File: src/rtl/load_extract.sv
module load_extract #(
  parameter int DW = 64
) (
  input  logic          clk,
  input  logic          rst_n,
  input  logic          in_valid,
  output logic          in_ready,
  input  logic [DW-1:0] rdata,
  input  logic [2:0]    addr_lo,
  input  logic [2:0]    ltype,
  output logic          out_valid,
  input  logic          out_ready,
  output logic [DW-1:0] out_data,
  output logic          out_misalign,
  output logic          out_illegal
);
  localparam int SHW = $clog2(DW);

  logic [1:0]    sz;
  logic          uns, bad_code, mis;
  logic [DW-1:0] lane, ext;
  logic [SHW-1:0] shamt;

  assign sz       = ltype[1:0];
  assign uns      = ltype[2];
  assign bad_code = &ltype;
  assign shamt    = SHW'({addr_lo, 3'b000});
  assign lane     = rdata >> shamt;
  assign in_ready = !out_valid || out_ready;

  always_comb begin
    case (sz)
      2'd0:    mis = 1'b0;
      2'd1:    mis = addr_lo[0];
      2'd2:    mis = |addr_lo[1:0];
      default: mis = |addr_lo;
    endcase
    if (bad_code) mis = 1'b0;
  end

  always_comb begin
    case (sz)
      2'd0:    ext = {{(DW-8){!uns && lane[7]}},   lane[7:0]};
      2'd1:    ext = {{(DW-16){!uns && lane[15]}}, lane[15:0]};
      2'd2:    ext = {{(DW-32){!uns && lane[31]}}, lane[31:0]};
      default: ext = lane;
    endcase
    if (mis || bad_code) ext = '0;
  end

  always_ff @(posedge clk or negedge rst_n) begin
    if (!rst_n) begin
      out_valid    <= 1'b0;
      out_data     <= '0;
      out_misalign <= 1'b0;
      out_illegal  <= 1'b0;
    end else if (in_valid && in_ready) begin
      out_valid    <= 1'b1;
      out_data     <= ext;
      out_misalign <= mis;
      out_illegal  <= bad_code;
    end else if (out_ready) begin
      out_valid    <= 1'b0;
    end
  end
endmodule


File: config.mk
export PLATFORM = sky130hd
export DESIGN_NAME = load_extract
export DESIGN_NICKNAME = d
export VERILOG_FILES = /design/src/rtl/load_extract.sv
export SDC_FILE = /design/constraint.sdc
export NUM_CORES = 1
export LEC_CHECK = 0
export BUFFER_PORTS_ARGS = -buffer_cell sky130_fd_sc_hd__buf_2
export CORE_MARGIN = 4
export CORE_UTILIZATION = 56
export CTS_CLUSTER_SIZE = 20
export DETAILED_ROUTE_END_ITERATION = 10
export GPL_TIMING_DRIVEN = 0
export PLACE_DENSITY = 0.95
export SLEW_MARGIN = 30
export SYNTH_ARGS = -nofsm -noshare
export SYNTH_HDL_FRONTEND = slang
export SYNTH_SLANG_ARGS = --single-unit
File: constraint.sdc
create_clock -name clk -period 3.9 [get_ports clk]
set_input_delay 0.39 -clock clk [delete_from_list [all_inputs] [get_ports clk]]
set_output_delay 0.39 -clock clk [all_outputs]
set_load 0.02 [all_outputs]
=== Word level (Yosys, flattened, before mapping) ===
Index checks and enable logic that the tools add are counted.

* Shifts and indexed selects: 1
* Mux-type cells: 6
* Reductions and logical operators: 13
* Equality and inequality tests: 2

{| class="wikitable"
|+ Operator list
! operator !! number
|-
| case mux 64 bit (3 select lines) || 1
|-
| 2-to-1 mux 64 bit || 1
|-
| right shift 64 x 6 -> 64 bit || 1
|-
| logical AND 1 bit || 4
|-
| 2-to-1 mux 1 bit || 3
|-
| case mux 1 bit (3 select lines) || 1
|-
| AND reduction 3 bit || 1
|-
| OR reduction 3 bit || 1
|-
| == test 2 x 1 -> 1 bit (second input constant) || 1
|-
| == test 2 bit (second input constant) || 1
|-
| logical NOT 1 bit || 2
|-
| logical NOT 2 bit || 1
|-
| logical OR 1 bit || 2
|-
| nonzero test 2 bit || 1
|-
| OR reduction 2 bit || 1
|}

* Register bits: 67
* Input bits: 74
* Logic and storage cells: 26
* Output and inout bits: 68

=== Depth between registers and ports, before layout ===
Gate-level depths: netlist of run 1.

* Depth in word-level cells: 5
* Gate-level depth with buffers: 9
* Mapped depth without buffers: 5

=== Worst setup path after synthesis of run 1 ===
OpenSTA, ideal clock, no wires.

* Kind: input -> register
* Start: input addr_lo[0]
* End: register out_data[22]
* Path buffers: 3
* Stages: 8
* Setup time: 0.141 ns
* Data arrival time: 1.855 ns
* Data required time: 3.759 ns
* Path slack: 1.903 ns
* Path through: buf_2 -> buf_2 -> buf_2 -> mux4_2 -> nand2_1 -> o21ai_1 -> a22oi_1 -> nand3_1

* Longest elaborated chain between the ends: 5
* Elaborated cells between the ends (all ways): 10
* Those cells by class: shift (1); mux (4); reduce/logical (5)

{| class="wikitable"
|+ Ends and longest elaborated chain
! element !! line !! source
|-
| start, declared || 9 || <nowiki>input logic [2:0] addr_lo,</nowiki>
|-
| parallel branches: the longest is 4 deep, another holds right shift 64 x 6 -> 64 bit || -- ||
|-
| 2-to-1 mux 64 bit * || 48 || <nowiki>if (mis || bad_code) ext = '0;</nowiki>
|-
| end signal, assigned || 59 || <nowiki>out_data <= ext;</nowiki>
|-
| end, declared || 13 || <nowiki>output logic [DW-1:0] out_data,</nowiki>
|}

Every way passes the cells marked *.
A chain may end at the register's enable or synchronous reset.

=== Worst setup path in the final report of run 1 ===
* Start: input addr_lo[2]
* End: register out_data[17]

* Longest elaborated chain between the ends: 5
* Elaborated cells between the ends (all ways): 9
* Those cells by class: shift (1); mux (4); reduce/logical (4)

{| class="wikitable"
|+ Ends and longest elaborated chain
! element !! line
|-
| parallel branches: the longest is 4 deep, another holds right shift 64 x 6 -> 64 bit || --
|-
| 2-to-1 mux 64 bit * || 48
|}

Marked as above.

==> impl_metrics.env, run 1 <==
export IMPL_gp_routability_congestion=0.962
export IMPL_ctsLongestPathBuffers=2
export IMPL_overflow=0
export IMPL_cp_required_ns=4.18
export IMPL_min_path_type="input pin to async pin"
export IMPL_via_per_inst=6.72
export IMPL_rows=32
export IMPL_cts_root_buf="clkbuf_8"
export IMPL_critical_path_class="input pin to register"
export IMPL_hpwl_um=13700
export IMPL_period_needed_ns=2.30
export IMPL_synth_common_cells="67 x dfrtp_1, 53 x nor2_1, 46 x nand2_1"
export IMPL_syn_cell_area_sq_mm=0.00447
export IMPL_peakVddDrop_uv=210
export IMPL_fin_skew_ns=0.00965
export IMPL_synth_async_reset_ratio_pct=100
export IMPL_ctsHoldBuffers=0
export IMPL_cts_sinks=67
export IMPL_cap_violations=0
export IMPL_p_per_area_mw_per_mm2=371
export IMPL_grt_util_met1_pct=50.2
export IMPL_yosysTopAreaCellShare_pct=37.5
export IMPL_finalNetCount=700
export IMPL_antenna_cells=0
export IMPL_synth_nets=552
export IMPL_crit_arrival_ns=2.58
export IMPL_clock_fmax_ghz=0.436
export IMPL_maxSlewViolCount=0
export IMPL_portBuffers=137
export IMPL_crit_fanout=10
export IMPL_rsz0062_at_grt="no"
export IMPL_cp_start_kind="input pin"
export IMPL_vias=4915
export IMPL_grt_pass1_vias=4858
export IMPL_cts_buffers=9
export IMPL_synth_warnings=0
export IMPL_cts_setup_buffers=0
export IMPL_tightest_slew_ns=0.869
export IMPL_dieArea_sq_mm=0.00948
export IMPL_post_route_period_util_pct=58.9
export IMPL_die_h_um=97.4
export IMPL_synth_edf_count=0
export IMPL_cts_htree_levels=3
export IMPL_synth_cell_type_count=46
export IMPL_clk_pin_slew_ns=0.09
export IMPL_finalHoldViolCount=0
export IMPL_synth_area_top_cells="dfrtp_1 38%, mux2i_1 9.6%, a22o_1 6.3%"
export IMPL_busiest_layer="met2"
export IMPL_synth_largest_area_cell="dfrtp_1"
export IMPL_drt_antenna_violating_nets=0
export IMPL_clkLatencyLatePin_ns=0.36
export IMPL_coreArea_sq_mm=0.00773
export IMPL_stdcell_area_sq_mm=0.00545
export IMPL_use_met2_pct=60.3
export IMPL_cts_resized=0
export IMPL_cts_tree="yes"
export IMPL_io_pins=142
export IMPL_first_pass_iters=5
export IMPL_routedWlPerCell_um=24.4
export IMPL_setup_slack_ns=1.60
export IMPL_finalSetupTns_ns=0
export IMPL_pre_cts_ws_ns=1.34
export IMPL_post_dp_cell_area_sq_mm=0.00529
export IMPL_fin_total_pwr_mw=2.03
export IMPL_critPathCaptureType="register"
export IMPL_avgSynthCellArea_sq_um=9.35
export IMPL_drive_gt1_share_pct=32.6
export IMPL_syn_inst=478
export IMPL_synth_main_ff_cell="dfrtp_1"
export IMPL_die_w_um=97.4
export IMPL_drt_total_wl_um=17900
export IMPL_grt_max_degree=68
export IMPL_slew_headroom_pct=41.6
export IMPL_area_growth_pct=22.0
export IMPL_met3_usage_pct=6.60
export IMPL_fin_util_pct=70.6
export IMPL_yosysSeqAreaShare_pct=37.5
export IMPL_grt_antenna_before_repair=0
export IMPL_track_usage_pct=37.4
export IMPL_setup_violations=0
export IMPL_start_util_pct=57.9
export IMPL_status="finished clean"
export IMPL_grt_first_pass_wirelength_um=27600
export IMPL_drt_iter0_markers=492
export IMPL_ys_seq_elements=67
export IMPL_drc=0
export IMPL_p_leak_nw=2.80
export IMPL_yosysMostFrequentCell="dfrtp_1"
-- state kept, by name, indices dropped and copies added, names as in the netlist --
name,count
out_data,64
out_illegal,1
out_misalign,1
out_valid,1
-- power breakdown --
group	internal (mW)	total (mW)	switching, mW
registers	0.771	0.817	0.0459
logic	0.244	0.664	0.420
clock network	0.258	0.545	0.286
-- per-stage QoR --
step	hold slack (ns)	std cells
final	0.143	731
after global routing	0.220	731
after CTS	0.169	731
after detailed placement	0.474	717
after global placement	0.460	717
after floorplan	0.0944	478
-- cell families after synthesis --
group / count (synthesis) / share of synthesized area [%]
simple gates: 141 / 13.9
flops: 67 / 37.5
mux: 78 / 21.6
buf+inv: 50 / 4.84
compound gates: 142 / 22.2
-- layout by cell type, fill, tap and decap left out, types with 2 or more instances in the layout --
master,Yosys,layout
mux4_2,12,12
o2bb2ai_1,3,3
a31oi_1,9,9
a221oi_1,4,4
and2_1,2,2
mux2_2,20,20
buf_2,17,153
a21oi_1,28,28
clkbuf_8,0,11
or2_1,2,2
nand4_1,3,3
mux2i_1,43,43
nand3_1,12,12
nand2b_1,7,7
inv_1,3,3
nor3_1,3,3
dfrtp_1,67,67
nor2b_1,4,4
buf_1,3,3
and3_1,3,3
clkbuf_1,25,26
and2_0,2,2
a2bb2oi_1,2,2
a22oi_1,9,9
nand2_1,46,46
a221o_1,7,7
nor2_1,53,53
mux2_1,2,2
o2111ai_1,4,4
o21ai_0,25,25
a22o_1,32,32
o22ai_1,11,11
-- worst max-delay path: stages --
cell and delay (ns):
buf_2 0.12, nand2b_1 0.31, o22ai_1 0.18, nor4_1 0.77
nand2_1 0.35, clkbuf_1 0.31, nand3_1 0.15
-- worst paths after layout --
| check | startpoint | endpoint | slack [ns] | depth (start not counted) |
|---|---|---|---|---|
| setup / recovery | addr_lo[2] | out_data[17]$_DFFE_PN0P_ | 1.60 | 7 |
| max in group asynchronous | rst_n | out_data[25]$_DFFE_PN0P_ | 3.20 | 1 |
| hold reg to reg | out_data[2]$_DFFE_PN0P_ | out_data[2]$_DFFE_PN0P_ | 0.49 | 2 |
| min in group clk | in_valid | out_valid$_DFFE_PN0P_ | 0.29 | 2 |
| setup reg to reg | out_valid$_DFFE_PN0P_ | out_data[17]$_DFFE_PN0P_ | 2.06 | 6 |
| hold / removal | rst_n | out_data[35]$_DFFE_PN0P_ | 0.14 | 1 |
-- cell type report --
cell class / instances / area (sq um)
Multi-Input combinational cell: 361 / 2580
Fill cell: 625 / 2270
Sequential cell: 67 / 1680
Timing Repair Buffer: 137 / 688
Buffer: 46 / 201
Clock buffer: 12 / 155
Tap cell: 102 / 128
Inverter: 4 / 15.0
Clock inverter: 2 / 12.5
-- layer usage --
layer | up-vias | wire length, um
li1 | 2067 | -
met2 | 371 | 8380
met4 | 0 | 734
met5 | - | 0
met1 | 2416 | 7030
met3 | 61 | 1720
Power figures use the tool's default switching activity.
==> inputs of run 2 (changes only) <==
--- a/config.mk
+++ b/config.mk
@@ -7,11 +7,11 @@
 export LEC_CHECK = 0
 export BUFFER_PORTS_ARGS = -buffer_cell sky130_fd_sc_hd__buf_2
 export CORE_MARGIN = 4
-export CORE_UTILIZATION = 56
+export CORE_UTILIZATION = 47
 export CTS_CLUSTER_SIZE = 20
 export DETAILED_ROUTE_END_ITERATION = 10
 export GPL_TIMING_DRIVEN = 0
-export PLACE_DENSITY = 0.95
+export PLACE_DENSITY = 0.88
 export SLEW_MARGIN = 30
 export SYNTH_ARGS = -nofsm -noshare
 export SYNTH_HDL_FRONTEND = slang
==> constraint.sdc (replaced) <==
create_clock -name clk -period 1.85 [get_ports clk]
set_input_delay 0.185 -clock clk [delete_from_list [all_inputs] [get_ports clk]]
set_output_delay 0.185 -clock clk [all_outputs]
set_load 0.02 [all_outputs]
==> run 2 against run 1 <==
Effect of this change: sequential share of layout area down 0.73 points; critical path type unchanged; largest cell class unchanged; total power up 120%; largest power group unchanged; critical endpoint is now out_data[27]$_DFFE_PN0P_; design area up 2.4%; hold slack worse by 0.088 ns; die area up 18%.
==> impl_metrics.env, run 2 (synthesized netlist as in run 1, its figures left out) <==
export IMPL_cp_start_kind="input pin"
export IMPL_whs_ns=0.0548
export IMPL_largest_register="out_data"
export IMPL_min_path_type="input pin to register"
export IMPL_fin_total_pwr_mw=4.37
export IMPL_drive_gt1_share_pct=33.9
export IMPL_netSwitchingFraction_pct=35.0
export IMPL_cts_tree="yes"
export IMPL_track_usage_pct=30.1
export IMPL_place_inst=745
export IMPL_post_route_period_util_pct=97.5
export IMPL_overflow=0
export IMPL_min_to="out_valid$_DFFE_PN0P_"
export IMPL_grt_antenna_before_repair=0
export IMPL_maxSlewViolCount=0
export IMPL_rows=35
export IMPL_num_fill_cells=852
export IMPL_ctsLongestPathBuffers=2
export IMPL_internal_power_mw=2.84
export IMPL_slew_headroom_pct=50.9
export IMPL_cap_violations=0
export IMPL_vias=4762
export IMPL_cts_setup_buffers=0
export IMPL_finalSetupTns_ns=0
export IMPL_dieArea_sq_mm=0.0111
export IMPL_tightest_slew_ns=0.737
export IMPL_holdCritStartpoint="in_valid"
export IMPL_cts_htree_levels=3
export IMPL_clkLatencyLatePin_ns=0.36
export IMPL_fin_skew_ns=0.0114
export IMPL_critical_path_class="input pin to register"
export IMPL_grt_max_degree=42
export IMPL_status="finished clean"
export IMPL_cts_buffers=9
export IMPL_antenna_cells=0
export IMPL_start_util_pct=48.4
export IMPL_first_pass_iters=5
export IMPL_final_cell_mix="148 x buf_2, 67 x dfrtp_1, 53 x nor2_1, 46 x nand2_1, 43 x mux2i_1"
export IMPL_coreArea_sq_mm=0.00924
export IMPL_clk_pin_slew_ns=0.08
export IMPL_layout_commonest_cell="buf_2"
export IMPL_grt_first_pass_wirelength_um=26000
export IMPL_pre_cts_ws_ns=-0.374
export IMPL_via_per_inst=6.26
export IMPL_area_growth_pct=25.0
export IMPL_worstRegToRegCells=6
export IMPL_gp_routability_congestion=1.00
export IMPL_cp_required_ns=2.08
export IMPL_critPathCaptureType="register"
export IMPL_io_pins=142
export IMPL_setup_slack_ns=0.0467
export IMPL_peakVddDrop_uv=360
export IMPL_period_needed_ns=1.80
export IMPL_die_h_um=106
export IMPL_crit_fanout=10
export IMPL_portBuffers=137
export IMPL_clock_fmax_ghz=0.555
export IMPL_hpwl_um=12800
export IMPL_largest_reg_flops=64
export IMPL_finalNetCount=702
export IMPL_p_per_area_mw_per_mm2=782
export IMPL_instances_no_fill=761
export IMPL_crit_arrival_ns=2.03
export IMPL_cts_root_buf="clkbuf_8"
export IMPL_finalHoldViolCount=0
export IMPL_power_share_combinational_pct=31.7
export IMPL_rsz0062_at_grt="no"
export IMPL_drt_total_wl_um=16700
export IMPL_routedWlPerCell_um=22.0
export IMPL_clkPwrFrac_pct=29.1
export IMPL_drt_iter0_markers=523
export IMPL_rrSetupSlack_ns=0.17
export IMPL_drt_antenna_violating_nets=0
export IMPL_drc=0
export IMPL_r2r_start="out_valid$_DFFE_PN0P_"
export IMPL_cts_sinks=67
export IMPL_p_leak_nw=2.85
export IMPL_die_w_um=106
export IMPL_grt_pass1_vias=4689
export IMPL_pwr_share_seq_pct=39.3
export IMPL_hold_depth=2
export IMPL_rr_endpoint="out_data[47]$_DFFE_PN0P_"
export IMPL_setup_violations=0
export IMPL_switching_power_mw=1.53
-- run 2: changes by cell type in the layout (fill, tap and decap cells not counted), sizes merged --
cell and delta:
bufinv +1, dlygate4sd3 +1, clkinvlp -1, buf -3, clkbuf +5
-- run 2: per-stage QoR --
| step | cell area (sq um) | utilization [%] |
|---|---|---|
| final | 5590 | 60.5 |
| after detailed placement | 5340 | 57.8 |
| after floorplan | 4470 | - |
| after global routing | 5590 | 60.5 |
| after global placement | 5320 | 57.5 |
| after CTS | 5550 | 60.1 |
-- run 2: what timing repair did --
item	CTS	global route
resized for setup	1	19
endpoints found under the hold margin	26	0
hold buffers	1	0
endpoints found under the setup margin	3	60
-- run 2: area by class of cell --
cell class | count | area (sq um) | share of cell area, %
buffer | 46 | 220 | 3.94
clock buffer | 13 | 159 | 2.84
clock inverter | 2 | 35.0 | 0.627
inverter | 4 | 15.0 | 0.269
multi-input combinational | 361 | 2600 | 46.6
sequential | 67 | 1680 | 30.0
tap | 129 | 161 | 2.89
timing repair buffer | 139 | 718 | 12.9
-- run 2: worst max path at each step --
stage          startpoint                  endpoint  slack, ns  depth (start not counted)
2_1_floorplan  addr_lo[0]  out_data[22]$_DFFE_PN0P_       0.06                          8
3_3_place_gp   addr_lo[0]  out_data[57]$_DFFE_PN0P_      -0.39                          7
3_5_place_dp   addr_lo[1]  out_data[26]$_DFFE_PN0P_      -0.37                          7
4_1_cts        addr_lo[1]  out_data[22]$_DFFE_PN0P_      0.007                          9
5_1_grt        addr_lo[0]  out_data[47]$_DFFE_PN0P_      0.005                          8
6_report       addr_lo[0]  out_data[27]$_DFFE_PN0P_       0.05                          7
-- run 2: critical path, cell delays in order --
cell,delay [ns]
buf_2,0.17
clkbuf_4,0.27
clkbuf_4,0.27
buf_2,0.30
nor2_1,0.13
a221oi_1,0.52
o2111ai_1,0.18
-- run 2: power groups by stage --
stage / registers [mW] / logic (mW) / clock network [mW]
floorplan: 1.94 / 0.618 / 0
global placement: 1.73 / 1.32 / 0
detailed placement: 1.74 / 1.35 / 0
CTS: 1.72 / 1.35 / 1.27
global route: 1.74 / 1.47 / 1.34
finish: 1.72 / 1.38 / 1.27
-- run 2: layer usage --
| metal | global-route usage (%) | routed length (um) |
|---|---|---|
| met3 | 7.10 | 1720 |
| met4 | 8.70 | 414 |
| met5 | 0 | 0 |
| met2 | 47.7 | 7650 |
| met1 | 41.2 | 6960 |
==> inputs of run 3 (changes only) <==
--- a/config.mk
+++ b/config.mk
@@ -12,6 +12,7 @@
 export DETAILED_ROUTE_END_ITERATION = 10
 export GPL_TIMING_DRIVEN = 0
 export PLACE_DENSITY = 0.88
+export REMOVE_ABC_BUFFERS = 1
 export SLEW_MARGIN = 30
 export SYNTH_ARGS = -nofsm -noshare
 export SYNTH_HDL_FRONTEND = slang
==> run 3 against run 2 <==
Effect of this change: the run now ends with setup timing left; hold slack better by 0.055 ns; worst setup slack worse by 0.12 ns; total power up 3.2%; critical path depth fell by 1; sequential share of layout area is 0.10 points lower; count of clock-buffer cells in the layout down 3; design area up 0.34%; utilization increased by 0.20 points; combinational power about the same; sequential cell count did not move; final cell count fell by 4.5%; global-route usage fell by 2.5 points; largest cell class unchanged.
==> impl_metrics.env, run 3 (synthesized netlist as in run 1, its figures left out) <==
export IMPL_r2r_start="out_valid$_DFFE_PN0P_"
export IMPL_critPathSlowestCell="nor2_1"
export IMPL_layout_commonest_cell="buf_2"
export IMPL_drt_iter0_markers=488
export IMPL_whs_ns=0.110
export IMPL_status="finished with violations"
export IMPL_rrSetupSlack_ns=0.14
export IMPL_fin_skew_ns=0.0104
export IMPL_first_pass_iters=5
export IMPL_peakVddDrop_uv=383
export IMPL_dieArea_sq_mm=0.0111
export IMPL_clock_fmax_ghz=0.519
export IMPL_cts_htree_levels=3
export IMPL_p_per_area_mw_per_mm2=804
export IMPL_area_growth_pct=25.4
export IMPL_io_pins=142
export IMPL_critPathTopFamily="simple AND/OR/NAND/NOR gates"
export IMPL_gp_routability_congestion=0.880
export IMPL_p_leak_nw=2.82
export IMPL_drc=0
export IMPL_drt_total_wl_um=15800
export IMPL_cap_violations=0
export IMPL_critical_path_most_common_cell="nor2_1"
export IMPL_antenna_cells=0
export IMPL_vias=4701
export IMPL_finalHoldViolCount=0
export IMPL_tightest_slew_ns=1.04
export IMPL_failed_checks="setup timing"
export IMPL_clkLatencyLatePin_ns=0.35
export IMPL_final_cell_mix="138 x buf_2, 67 x dfrtp_1, 53 x nor2_1, 43 x mux2i_1, 41 x nand2_1"
export IMPL_period_needed_ns=1.93
export IMPL_rows=35
export IMPL_start_util_pct=48.4
export IMPL_cts_sinks=67
export IMPL_largest_reg_flops=64
export IMPL_path_cells="buf_8 -> or2_2 -> nor2_1 -> a21oi_1 -> nor2_1 -> a22o_1"
export IMPL_setup_slack_ns=-0.0782
export IMPL_track_usage_pct=27.6
export IMPL_largest_register="out_data"
export IMPL_critical_path_class="input pin to register"
export IMPL_setup_violations=5
export IMPL_clk_pin_slew_ns=0.08
export IMPL_cpPeakStageDelay_ns=0.82
export IMPL_die_h_um=106
export IMPL_drt_antenna_violating_nets=0
export IMPL_min_path_type="input pin to register"
export IMPL_cts_tree="yes"
export IMPL_cp_required_ns=2.14
export IMPL_holdCritStartpoint="in_valid"
export IMPL_cp_start_kind="input pin"
export IMPL_cts_buffers=9
export IMPL_grt_pass1_vias=4700
export IMPL_crit_fanout=62
export IMPL_ctsLongestPathBuffers=2
export IMPL_place_inst=704
export IMPL_finalSetupTns_ns=-0.155
export IMPL_routedWlPerCell_um=21.7
export IMPL_coreArea_sq_mm=0.00924
export IMPL_cp_startpoint="addr_lo[0]"
export IMPL_via_per_inst=6.47
export IMPL_grt_first_pass_wirelength_um=24500
export IMPL_cts_root_buf="clkbuf_8"
export IMPL_drive_gt1_share_pct=35.8
export IMPL_crit_arrival_ns=2.21
export IMPL_maxSlewViolCount=0
export IMPL_finalNetCount=667
export IMPL_portBuffers=141
export IMPL_fin_util_pct=60.7
export IMPL_rsz0062_at_grt="yes"
export IMPL_instances_no_fill=727
export IMPL_post_route_period_util_pct=104
export IMPL_overflow=0
export IMPL_path_buf_inv=1
export IMPL_critPathCaptureType="register"
export IMPL_slew_headroom_pct=30.3
export IMPL_hpwl_um=10400
export IMPL_grt_antenna_before_repair=0
export IMPL_grt_max_degree=65
export IMPL_die_w_um=106
run 3: cell count changes in the layout (fill, tap and decap cells not counted), sizes merged:
cell	change
clkinvlp	+3
clkinv	+1
a2111o	+1
inv	-1
buf	-8
bufinv	+1
clkbuf	-31
run 3: layout make-up:
cell class	count	area, sq um
repair buffers	149	871
fillers	759	3630
clock buffers	10	138
well taps	129	161
multi-input cells	362	2650
clock inverters	6	88.8
flip-flops and latches	67	1680
inverters	4	21.3
run 3: layer usage:
layer | up-vias | wire, um | global-route usage, % | share of wire, %
li1 | 2017 | - | - | -
met1 | 2263 | 6150 | 35.4 | 39
met2 | 350 | 7150 | 43.8 | 45
met3 | 71 | 1840 | 7.59 | 12
met4 | 0 | 645 | 12.4 | 4.1
met5 | - | 0 | 0 | 0
run 3: what timing repair did:
| item | 4_1_cts | 5_1_grt |
|---|---|---|
| buffers inserted | 4 | 0 |
| hold buffers | 1 | 0 |
| endpoints found under the hold margin | 33 | 0 |
| gates resized for setup | 17 | 2 |
| pin swaps | 2 | 0 |
| cloned | 1 | 1 |
| endpoints found under the setup margin | 54 | 34 |
run 3: through the flow:
step	area [sq um]	setup WS [ns]	total power [mW]
floorplan	4270	-0.465	2.48
detailed placement	5190	-0.911	3.03
global placement	5140	-1.77	2.98
finish	5610	-0.0782	4.51
global route	5610	-0.0557	4.68
CTS	5570	0.0160	4.49
run 3: report_power, final:
group          total, mW  internal [mW]  switching [mW]
clock               1.41          0.796           0.613
sequential          1.72           1.63          0.0941
combinational       1.38          0.544           0.836
run 3: final timing paths:
kind,endpoint,depth (start not counted)
max reg2reg,out_data[42]$_DFFE_PN0P_,5
min,out_valid$_DFFE_PN0P_,2
min reg2reg,out_data[2]$_DFFE_PN0P_,2
max,out_data[63]$_DFFE_PN0P_,6
max in group asynchronous,out_data[12]$_DFFE_PN0P_,3
min in group asynchronous,out_data[10]$_DFFE_PN0P_,2
